[src/rtl/bridge_pkg.sv]
package bridge_pkg;
  localparam int BANK_W = 8;
  localparam int OFS_W  = 16;
  localparam int DAT_W  = 8;
  localparam int ADR_W  = BANK_W + OFS_W;
  localparam int NWIN   = 2;

  localparam logic [OFS_W-1:0] WIN_LO [NWIN] = '{16'h0400, 16'h2000};
  localparam logic [OFS_W-1:0] WIN_HI [NWIN] = '{16'h0BFF, 16'h5FFF};

  localparam logic [BANK_W-2:0] SLOW_BANK_PAIR = 7'h70; // $E0/$E1
  localparam logic [BANK_W-1:0] ROM_BANK       = 8'hFF;
  localparam logic [OFS_W-1:0]  AUX_LO         = 16'h0200;
  localparam logic [OFS_W-1:0]  AUX_HI         = 16'hBFFF;
  localparam logic [OFS_W-1:0]  LC_LO          = 16'hD000;

  typedef enum logic [1:0] {S_IDLE, S_WAIT, S_SLOW, S_DONE} seq_st_e;
endpackage

[src/rtl/bridge_decode.sv]
module bridge_decode
  import bridge_pkg::*;
(
  input  logic              cpu_req,
  input  logic              cpu_we,
  input  logic [BANK_W-1:0] bank,
  input  logic [OFS_W-1:0]  ofs,
  input  logic              aux_on,
  input  logic              lc_on,
  input  logic              shadow_on,
  output logic              need_slow,
  output logic              need_fast,
  output logic              io_hit,
  output logic [ADR_W-1:0]  map_addr
);
  logic ebank, lowbank, vid_hit;
  logic [NWIN-1:0] win_hit;

  genvar gi;
  generate
    for (gi = 0; gi < NWIN; gi++) begin : g_win
      assign win_hit[gi] = (ofs >= WIN_LO[gi]) && (ofs <= WIN_HI[gi]);
    end
  endgenerate

  always_comb begin
    ebank   = (bank[BANK_W-1:1] == SLOW_BANK_PAIR);
    lowbank = (bank[BANK_W-1:1] == '0);
    io_hit  = lowbank && (ofs[OFS_W-1:OFS_W-4] == 4'hC);
    vid_hit = lowbank && (|win_hit);
    need_slow = cpu_req && (ebank || io_hit || (vid_hit && cpu_we && shadow_on));
    need_fast = cpu_req && !ebank && !io_hit;
    map_addr = {bank, ofs};
    if ((bank == '0) && aux_on && (ofs >= AUX_LO) && (ofs <= AUX_HI))
      map_addr[ADR_W-1:OFS_W] = 8'h01;
    else if (lowbank && !lc_on && (ofs >= LC_LO))
      map_addr[ADR_W-1:OFS_W] = ROM_BANK;
  end
endmodule

[src/rtl/bridge_switches.sv]
module bridge_switches (
  input  logic        clk,
  input  logic        rst_n,
  input  logic        go,
  input  logic        io_hit,
  input  logic        cpu_we,
  input  logic [11:0] io_ofs,
  input  logic        wbit,
  output logic        aux_on,
  output logic        lc_on,
  output logic        shadow_on
);
  logic aux_d, lc_d, sh_d, sw_page;

  always_comb begin
    aux_d   = aux_on;
    lc_d    = lc_on;
    sh_d    = shadow_on;
    sw_page = go && io_hit && (io_ofs[11:8] == 4'h0);
    if (sw_page) begin
      if (cpu_we && io_ofs[7:0] == 8'h04) aux_d = 1'b0;
      if (cpu_we && io_ofs[7:0] == 8'h05) aux_d = 1'b1;
      if (cpu_we && io_ofs[7:0] == 8'h36) sh_d  = wbit;
      if (io_ofs[7:4] == 4'h8)            lc_d  = io_ofs[0];
    end
  end

  always_ff @(posedge clk or negedge rst_n) begin
    if (!rst_n) begin
      aux_on    <= 1'b0;
      lc_on     <= 1'b0;
      shadow_on <= 1'b0;
    end else begin
      aux_on    <= aux_d;
      lc_on     <= lc_d;
      shadow_on <= sh_d;
    end
  end

  AST_SWITCH_ONLY_ON_GO: assert property (@(posedge clk) disable iff (!rst_n)
    !$past(go) |-> ($stable(aux_on) && $stable(lc_on) && $stable(shadow_on)))
    else $error("switch changed without an accepted cycle");
endmodule

[src/rtl/bridge_seq.sv]
module bridge_seq
  import bridge_pkg::*;
(
  input  logic              clk,
  input  logic              rst_n,
  input  logic              cpu_req,
  input  logic              cpu_we,
  input  logic              need_slow,
  input  logic              need_fast,
  input  logic              hib_in,
  input  logic [OFS_W-1:0]  ofs,
  input  logic [DAT_W-1:0]  wdata,
  input  logic              rfsh_req,
  input  logic              slow_ce,
  input  logic [DAT_W-1:0]  sb_rdata,
  input  logic [DAT_W-1:0]  fast_rdata,
  output logic              go,
  output logic              cpu_ready,
  output logic [DAT_W-1:0]  cpu_rdata,
  output logic              fast_cyc,
  output logic              fast_rfsh,
  output logic              sb_act,
  output logic              sb_we,
  output logic              sb_hibank,
  output logic [OFS_W-1:0]  sb_addr,
  output logic [DAT_W-1:0]  sb_wdata
);
  seq_st_e st_q, st_d;
  logic pend_q, pend_d, rf, idle, go_slow;
  logic [DAT_W-1:0] rd_q, rd_d;
  logic lat_we_q, lat_hib_q;
  logic [OFS_W-1:0] lat_ofs_q;
  logic [DAT_W-1:0] lat_wd_q;

  always_comb begin
    idle      = (st_q == S_IDLE);
    rf        = pend_q || rfsh_req;
    fast_rfsh = idle && rf;
    go_slow   = idle && !rf && cpu_req && need_slow;
    fast_cyc  = idle && !rf && cpu_req && need_fast;
    go        = go_slow || fast_cyc;
    cpu_ready = (idle && !rf && !need_slow) || (st_q == S_DONE);
    cpu_rdata = (st_q == S_DONE) ? rd_q : fast_rdata;
    pend_d    = (pend_q || rfsh_req) && !fast_rfsh;
    rd_d      = rd_q;
    st_d      = st_q;
    unique case (st_q)
      S_IDLE: if (go_slow) st_d = S_WAIT;
      S_WAIT: if (slow_ce) st_d = S_SLOW;
      S_SLOW: if (slow_ce) begin
                st_d = S_DONE;
                rd_d = sb_rdata;
              end
      S_DONE: st_d = S_IDLE;
      default: st_d = S_IDLE;
    endcase
  end

  always_ff @(posedge clk or negedge rst_n) begin
    if (!rst_n) begin
      st_q      <= S_IDLE;
      pend_q    <= 1'b0;
      rd_q      <= '0;
      lat_we_q  <= 1'b0;
      lat_hib_q <= 1'b0;
      lat_ofs_q <= '0;
      lat_wd_q  <= '0;
    end else begin
      st_q   <= st_d;
      pend_q <= pend_d;
      rd_q   <= rd_d;
      if (go_slow) begin
        lat_we_q  <= cpu_we;
        lat_hib_q <= hib_in;
        lat_ofs_q <= ofs;
        lat_wd_q  <= wdata;
      end
    end
  end

  assign sb_act    = (st_q == S_SLOW);
  assign sb_we     = lat_we_q;
  assign sb_hibank = lat_hib_q;
  assign sb_addr   = lat_ofs_q;
  assign sb_wdata  = lat_wd_q;

  AST_SLOW_STARTS_ON_PULSE: assert property (@(posedge clk) disable iff (!rst_n)
    $rose(sb_act) |-> $past(slow_ce))
    else $error("slow phase began without a pulse");
  AST_DONE_ON_PULSE: assert property (@(posedge clk) disable iff (!rst_n)
    (st_q == S_DONE) |-> ($past(slow_ce) && $past(sb_act)))
    else $error("slow phase ended without a pulse");
  AST_SB_ADDR_HELD: assert property (@(posedge clk) disable iff (!rst_n)
    (sb_act && $past(sb_act)) |-> ($stable(sb_addr) && $stable(sb_we)))
    else $error("slow address moved during data phase");
  AST_RFSH_HELD: assert property (@(posedge clk) disable iff (!rst_n)
    (rfsh_req && !idle) |=> pend_q)
    else $error("refresh request lost during slow access");
  AST_RFSH_ONE_CYCLE: assert property (@(posedge clk) disable iff (!rst_n)
    (fast_rfsh && !rfsh_req) |=> !fast_rfsh || $past(rfsh_req))
    else $error("refresh repeated without request");
endmodule

[src/rtl/bus_bridge.sv]
module bus_bridge
  import bridge_pkg::*;
(
  input  logic              clk,
  input  logic              rst_n,
  input  logic              cpu_req,
  input  logic              cpu_we,
  input  logic [ADR_W-1:0]  cpu_addr,
  input  logic [DAT_W-1:0]  cpu_wdata,
  output logic [DAT_W-1:0]  cpu_rdata,
  output logic              cpu_ready,
  output logic              fast_cyc,
  output logic              fast_we,
  output logic [ADR_W-1:0]  fast_addr,
  input  logic [DAT_W-1:0]  fast_rdata,
  output logic              fast_rfsh,
  input  logic              rfsh_req,
  input  logic              slow_ce,
  output logic              sb_act,
  output logic              sb_we,
  output logic              sb_hibank,
  output logic [OFS_W-1:0]  sb_addr,
  output logic [DAT_W-1:0]  sb_wdata,
  input  logic [DAT_W-1:0]  sb_rdata
);
  logic [1:0] rst_sync;
  logic rst_i_n;
  logic aux_on, lc_on, shadow_on, need_slow, need_fast, io_hit, go;

  always_ff @(posedge clk or negedge rst_n) begin
    if (!rst_n) rst_sync <= 2'b00;
    else        rst_sync <= {rst_sync[0], 1'b1};
  end
  assign rst_i_n = rst_sync[1];

  bridge_decode u_dec (
    .cpu_req(cpu_req), .cpu_we(cpu_we),
    .bank(cpu_addr[ADR_W-1:OFS_W]), .ofs(cpu_addr[OFS_W-1:0]),
    .aux_on(aux_on), .lc_on(lc_on), .shadow_on(shadow_on),
    .need_slow(need_slow), .need_fast(need_fast), .io_hit(io_hit),
    .map_addr(fast_addr)
  );

  bridge_switches u_sw (
    .clk(clk), .rst_n(rst_i_n), .go(go), .io_hit(io_hit), .cpu_we(cpu_we),
    .io_ofs(cpu_addr[11:0]), .wbit(cpu_wdata[0]),
    .aux_on(aux_on), .lc_on(lc_on), .shadow_on(shadow_on)
  );

  bridge_seq u_seq (
    .clk(clk), .rst_n(rst_i_n), .cpu_req(cpu_req), .cpu_we(cpu_we),
    .need_slow(need_slow), .need_fast(need_fast), .hib_in(cpu_addr[OFS_W]),
    .ofs(cpu_addr[OFS_W-1:0]), .wdata(cpu_wdata), .rfsh_req(rfsh_req),
    .slow_ce(slow_ce), .sb_rdata(sb_rdata), .fast_rdata(fast_rdata),
    .go(go), .cpu_ready(cpu_ready), .cpu_rdata(cpu_rdata),
    .fast_cyc(fast_cyc), .fast_rfsh(fast_rfsh), .sb_act(sb_act),
    .sb_we(sb_we), .sb_hibank(sb_hibank), .sb_addr(sb_addr), .sb_wdata(sb_wdata)
  );

  assign fast_we = fast_cyc && cpu_we;

  AST_EBANK_NEVER_FAST: assert property (@(posedge clk) disable iff (!rst_i_n)
    (cpu_req && cpu_addr[ADR_W-1:OFS_W+1] == SLOW_BANK_PAIR) |-> !fast_cyc)
    else $error("slow bank reached fast memory");
  AST_SHADOW_IS_WRITE: assert property (@(posedge clk) disable iff (!rst_i_n)
    (fast_cyc && !cpu_ready) |-> cpu_we)
    else $error("stalled fast cycle that is not a write");
  AST_RFSH_BLOCKS_CPU: assert property (@(posedge clk) disable iff (!rst_i_n)
    fast_rfsh |-> (!fast_cyc && !cpu_ready))
    else $error("CPU served during refresh");
endmodule

[config.mk]
export PLATFORM = sky130hd
export DESIGN_NAME = bus_bridge
export DESIGN_NICKNAME = d
export VERILOG_FILES = /design/src/rtl/bridge_pkg.sv /design/src/rtl/bridge_decode.sv /design/src/rtl/bridge_switches.sv /design/src/rtl/bridge_seq.sv /design/src/rtl/bus_bridge.sv
export SDC_FILE = /design/constraint.sdc
export NUM_CORES = 1
export LEC_CHECK = 0
export BUFFER_PORTS_ARGS = -buffer_cell sky130_fd_sc_hd__buf_2
export CAP_MARGIN = 40
export CORE_ASPECT_RATIO = 0.5
export CORE_MARGIN = 4
export CORE_UTILIZATION = 49
export DETAILED_ROUTE_END_ITERATION = 8
export GPL_TIMING_DRIVEN = 0
export PLACE_DENSITY_LB_ADDON = 0.3
export SLEW_MARGIN = 10
export SYNTH_ARGS = -nofsm -noshare
export SYNTH_HDL_FRONTEND = slang
export SYNTH_SLANG_ARGS = --single-unit
[constraint.sdc]
create_clock -name clk -period 3.9 [get_ports clk]
set_input_delay 0.39 -clock clk [delete_from_list [all_inputs] [get_ports clk]]
set_output_delay 0.39 -clock clk [all_outputs]
set_load 0.1 [all_outputs]
* Word-level counts from Yosys, hierarchy flattened
Index checks and enable logic that the tools add are counted.
Cells by class: $lt $le $gt $ge 7, equal/unequal tests 12, multiplexer cells 9, reductions and logical operators 49
Operator list (number):
- 1-bit logical AND | 27
- 8-bit two-way mux | 3
- 8-bit by 3-bit equality test with 1-bit output, second input constant | 2
- 16-bit by 10-bit >= comparator with 1-bit output, second input constant | 1
- 16-bit by 11-bit >= comparator with 1-bit output, second input constant | 1
- 16-bit by 14-bit >= comparator with 1-bit output, second input constant | 1
- 16-bit >= comparator, second input constant | 1
- 16-bit by 12-bit less-or-equal comparator with 1-bit output, second input constant | 1
- 16-bit by 15-bit less-or-equal comparator with 1-bit output, second input constant | 1
- 16-bit less-or-equal comparator, second input constant | 1
- 4-bit equality test, second input constant | 2
- 8-bit by 6-bit equality test with 1-bit output, second input constant | 1
- 8-bit zero test | 1
- 2-bit one-hot mux with 4 select lines | 1
- 2-bit AND reduction | 4
- 7-bit equality test, second input constant | 1
- 7-bit zero test | 1
- 1-bit zero test | 6
- 2-bit two-way mux | 3
- 2-bit inequality test, second input constant | 3
- 1-bit logical OR | 5
- 2-bit equality test, second input constant | 2
- 4-bit zero test | 1
- 3-bit AND reduction | 1
- other kinds (5) | 6
Word-level totals: bits in registers 42, bits of input ports 54, word-level logic and storage cells 88

* Longest topological paths before layout
depth in word-level cells 13, mapped depth 7, mapped depth without buffers 7

* By module
From an unflattened synthesis, not the netlist that was laid out.
Unflattened totals: cell total of the unflattened synthesis 168, area, all modules 2258.4 um2
By module, submodules not included:
- bridge_seq | instances 1, cells each 103, area each 1679.1 um2, seq. area each 925.9 um2
- bridge_decode | instances 1, cells each 46, area each 330.3 um2, seq. area each 0.0 um2
- bridge_switches | instances 1, cells each 15, area each 188.9 um2, seq. area each 75.1 um2
- bus_bridge | instances 1, cells each 4, area each 60.1 um2, seq. area each 50.0 um2

* Worst setup path before layout
OpenSTA, ideal clock, no wires.
path type register to output, from reg u_seq.st_q[0], to out fast_we, arrival 3.115 ns, data required time 3.510 ns, setup slack 0.395 ns, cell stages (with the launch flop) 6, cell sequence dfrtp_1 > inv_1 > ha_1 > nand3_1 > nor2_1 > and2_1
On the way: word-level cells in the longest chain between the ends 5
RTL lines:
- from (decl) | RTL line bridge_seq.sv:28 | seq_st_e st_q, st_d;
- from (signal assigned) | RTL line bridge_seq.sv:69 | st_q <= st_d;
- 2-bit zero test | RTL line bridge_seq.sv:36 | idle = (st_q == S_IDLE);
- 1-bit logical AND (3 in series) | RTL line bridge_seq.sv:40 | fast_cyc = idle && !rf && cpu_req && need_fast;
- net fast_cyc | RTL line bus_bridge.sv:12 | output logic fast_cyc,
- 1-bit logical AND | RTL line bus_bridge.sv:60 | assign fast_we = fast_cyc && cpu_we;
- to (decl) | RTL line bus_bridge.sv:13 | output logic fast_we,
The timed path passes the listed nets, and every way through them passes these cells.

* Worst setup path after layout
from in cpu_addr[19], to out fast_addr[19]
On the way: word-level cells in the longest chain between the ends 5, elaborated cells on any way between the ends 9, those cells by class mux (2); reduce/logical (7)
RTL lines:
- from (decl) | RTL line bus_bridge.sv:8 | input logic [ADR_W-1:0] cpu_addr,
- 7-bit zero test / 8-bit zero test (equally long branches) | RTL line bridge_decode.sv:28, bridge_decode.sv:34
- 1-bit logical AND (on tied branches) (2 in series) | RTL line bridge_decode.sv:36, bridge_decode.sv:34
- 8-bit two-way mux / 1-bit logical AND (equally long branches) | RTL line bridge_decode.sv:36, bridge_decode.sv:34
- 8-bit two-way mux (*) | RTL line bridge_decode.sv:34 | if ((bank == '0) && aux_on && (ofs >= AUX_LO) && (ofs <= AUX_HI))
- to (decl) | RTL line bus_bridge.sv:14 | output logic [ADR_W-1:0] fast_addr,
Every way passes the cells marked *; elsewhere a longest branch is shown, timed or not.

==> flow_metrics.py <==
metrics = {
    "floorplanning": {
        "io_pins": 117,
        "die_h_um": 55.7,
        "rows": 17,
        "initial_core_util": 0.507,
        "core_area_um2": 4400,
        "dieWidth_um": 103,
        "die-area_um2": 5760,
    },
    "grt": {
        "antenna_found_initial": 0,
        "grt_max_degree": 22,
        "overflow": 0,
        "grt_pass1_vias": 1879,
        "grt_pass1_wl_mm": 8.63,
        "track_usage": 0.188,
    },
    "route": {
        "vias_per_cell": 4.95,
        "drt_wl_total_mm": 5.09,
        "firstDrtPassIters": 4,
        "via_count": 1756,
        "wire_per_inst_um": 14.3,
        "first_iter_violations": 22,
        "antenna_left": 0,
        "drc": 0,
    },
    "worst_setup_path": {
        "startpoint_type": "input pin",
        "required_ns": 3.51,
        "crit_fanout": 8,
        "arrival_ns": 2.29,
        "regToRegSetupSlack_ns": 1.82,
        "cp_slowest_cell": "nor3_1",
        "crit_chain": "buf_2, nor4_4, nand4_2, nor3_1, or2_2, buf_2",
        "reg2reg_depth": 6,
        "cp-end-kind": "output pin",
        "critPathKind": "input pin to output pin",
        "critPathMaxStageDelay_ns": 0.63,
        "cpMostUsedCell": "buf_2",
    },
    "sta": {
        "fin_ws_ns": 1.22,
        "fin_crit_sh": 0.688,
        "fin_crit_ns": 2.68,
        "max_freq_ghz": 0.373,
        "slew_headroom": 0.509,
        "setup_tns_ns": 0,
        "worstMarginPinSlew_ns": 0.731,
        "worst_clock_skew_ns": 0.00739,
        "whs_ns": 0.244,
        "rsz0062_at_grt": "no",
        "hold_violations": 0,
        "setup_viol": 0,
        "drv_slew": 0,
    },
    "final_layout": {
        "drive_gt1_frac": 0.658,
        "syn_to_final_growth_pct": 35.0,
        "final_nets": 355,
        "register_area_um2": 1050,
        "diodes": 0,
        "multiInputGateArea_um2": 1010,
        "fill_cells": 351,
        "final-instance-count-excl-fill": 355,
    },
    "clocking": {
        "clkLatencyLatePin_ns": 0.29,
        "cts_buffers": 5,
        "root_buffer": "clkbuf_8",
        "postCtsSetupBuffers": 0,
        "cts.sinks": 42,
        "cts_buffer_depth": 2,
        "htree_levels": 2,
        "cts_tree": "yes",
        "clkTransAtPathRegs_ns": 0.09,
    },
    "pwr": {
        "max-vdd-ir-drop_mv": 0.242,
        "power_leakage_nw": 1.72,
        "power.density_nw_per_um2": 566,
        "total_power_w": 0.00171,
    },
    "placement": {
        "place_inst": 346,
        "gp_congestion": 0.733,
        "hpwlAfterDp_mm": 4.13,
        "port_buffers": 116,
        "dp_slack_ns": 1.23,
    },
    "job": {
        "cap_violations": 0,
    },
    "synthesis": {
        "syn_area_per_cell_um2": 13.0,
        "syn_inst": 172,
        "syn_area_um2": 2230,
        "synth_edf_count": 0,
        "synth-main-ff-cell": "dfrtp_1",
        "async_flop_share": 1.00,
        "synth_seq_area_share": 0.471,
        "ys_types": 39,
        "synth_fp_nets": 230,
        "ys_ff_latch": 42,
        "yosysWarnings": 0,
    },
    "min_path": {
        "hp-class": "register to asynchronous set/reset pin",
    },
    "status": {
        "outcome": "completed",
    },
}
timing repair:
action                                 in CTS  in global routing
resized for setup                           0                  0
hold buffers                                1                  0
endpoints found under the hold margin       2                  0
worst max-delay path: cells and delay by family:
| kind | cells | cell delay [ns] |
|---|---|---|
| simple gates | 4 | 1.36 |
| buf+inv | 2 | 0.54 |
synth_stat cells, types with 2 or more instances:
cell type | count | area share
dfrtp_1 | 42 | 0.47
mux2_4 | 19 | 0.13
buf_4 | 17 | 0.057
mux2_2 | 17 | 0.086
nor2_1 | 10 | 0.017
mux2_1 | 9 | 0.045
or2_2 | 7 | 0.020
nand2_1 | 5 | 0.0084
ha_1 | 4 | 0.022
inv_1 | 3 | 0.0050
nand4_1 | 3 | 0.0084
nor3_1 | 3 | 0.0067
a31oi_1 | 2 | 0.0056
and2_1 | 2 | 0.0056
buf_6 | 2 | 0.010
nand3_1 | 2 | 0.0045
nor2b_1 | 2 | 0.0056
o21ai_0 | 2 | 0.0045
registers in the layout, summed over array words and instances, names as in the netlist:
register,cells
rst_sync,2
u_seq.pend_q,1
u_seq.rd_q,8
u_seq.sb_addr,16
u_seq.sb_hibank,1
u_seq.sb_wdata,8
u_seq.sb_we,1
u_seq.st_q,2
u_sw.aux_on,1
u_sw.lc_on,1
u_sw.shadow_on,1
path summary, 6_finish.rpt:
check                               endpoint     startpoint
setup / recovery               fast_addr[19]   cpu_addr[19]
setup reg to reg              u_sw.shadow_on  u_seq.st_q[1]
hold / removal                 u_seq.rd_q[6]    rst_sync[1]
min in group clk           u_seq.sb_wdata[7]   cpu_wdata[7]
max in group asynchronous        u_sw.aux_on    rst_sync[1]
hold reg to reg                u_seq.rd_q[6]    rst_sync[1]
per-stage QoR:
step	util	instance area, µm²
6_report	0.684	3010
5_1_grt	0.684	3010
4_1_cts	0.684	3010
3_5_place_dp	0.661	2910
3_3_place_gp	0.655	2880
2_1_floorplan	-	2230
area by class of cell:
cell class | count | area share
well taps | 57 | 0.0237
multi-input cells | 107 | 0.337
flip-flops and latches | 42 | 0.349
clock buffers | 5 | 0.0229
inverters | 3 | 0.00374
clock inverters | 3 | 0.00706
plain buffers | 20 | 0.0511
repair buffers | 118 | 0.205
logic make-up after synthesis:
group	count (synthesis)	share of synthesized area
flops	42	0.471
xor+xnor	1	0.00393
fa+ha+maj	4	0.0224
compound gates	15	0.0561
other cells	1	0.00168
simple gates	41	0.112
buf+inv	23	0.0740
mux	45	0.259
report_power, final:
group          switching [W]  total, W  leakage [nW]  internal, W
combinational       0.000668  0.000883          1.12     0.000215
sequential         0.0000408  0.000545         0.557     0.000504
clock               0.000152  0.000278        0.0441     0.000126
total               0.000861   0.00171          1.72     0.000844
placed cells by master (no fill, tap or decap), types with 4 or more instances in the layout:
cell,instances
dfrtp_1,41
or2_2,7
ha_1,4
clkbuf_8,5
nor2_1,10
nand2_1,5
buf_2,116
mux2_1,9
mux2_2,17
buf_4,17
mux2_4,19
layer usage:
metal	part of all wire	wire length [µm]	GRT usage	vias to the layer above
li1	-	-	-	842
met3	0.062	315	0.0488	9
met2	0.50	2530	0.324	55
met1	0.43	2170	0.231	850
met4	0.014	72	0.0554	0
met5	0	0	0	-
No activity file was read; power rests on OpenSTA's default activity.
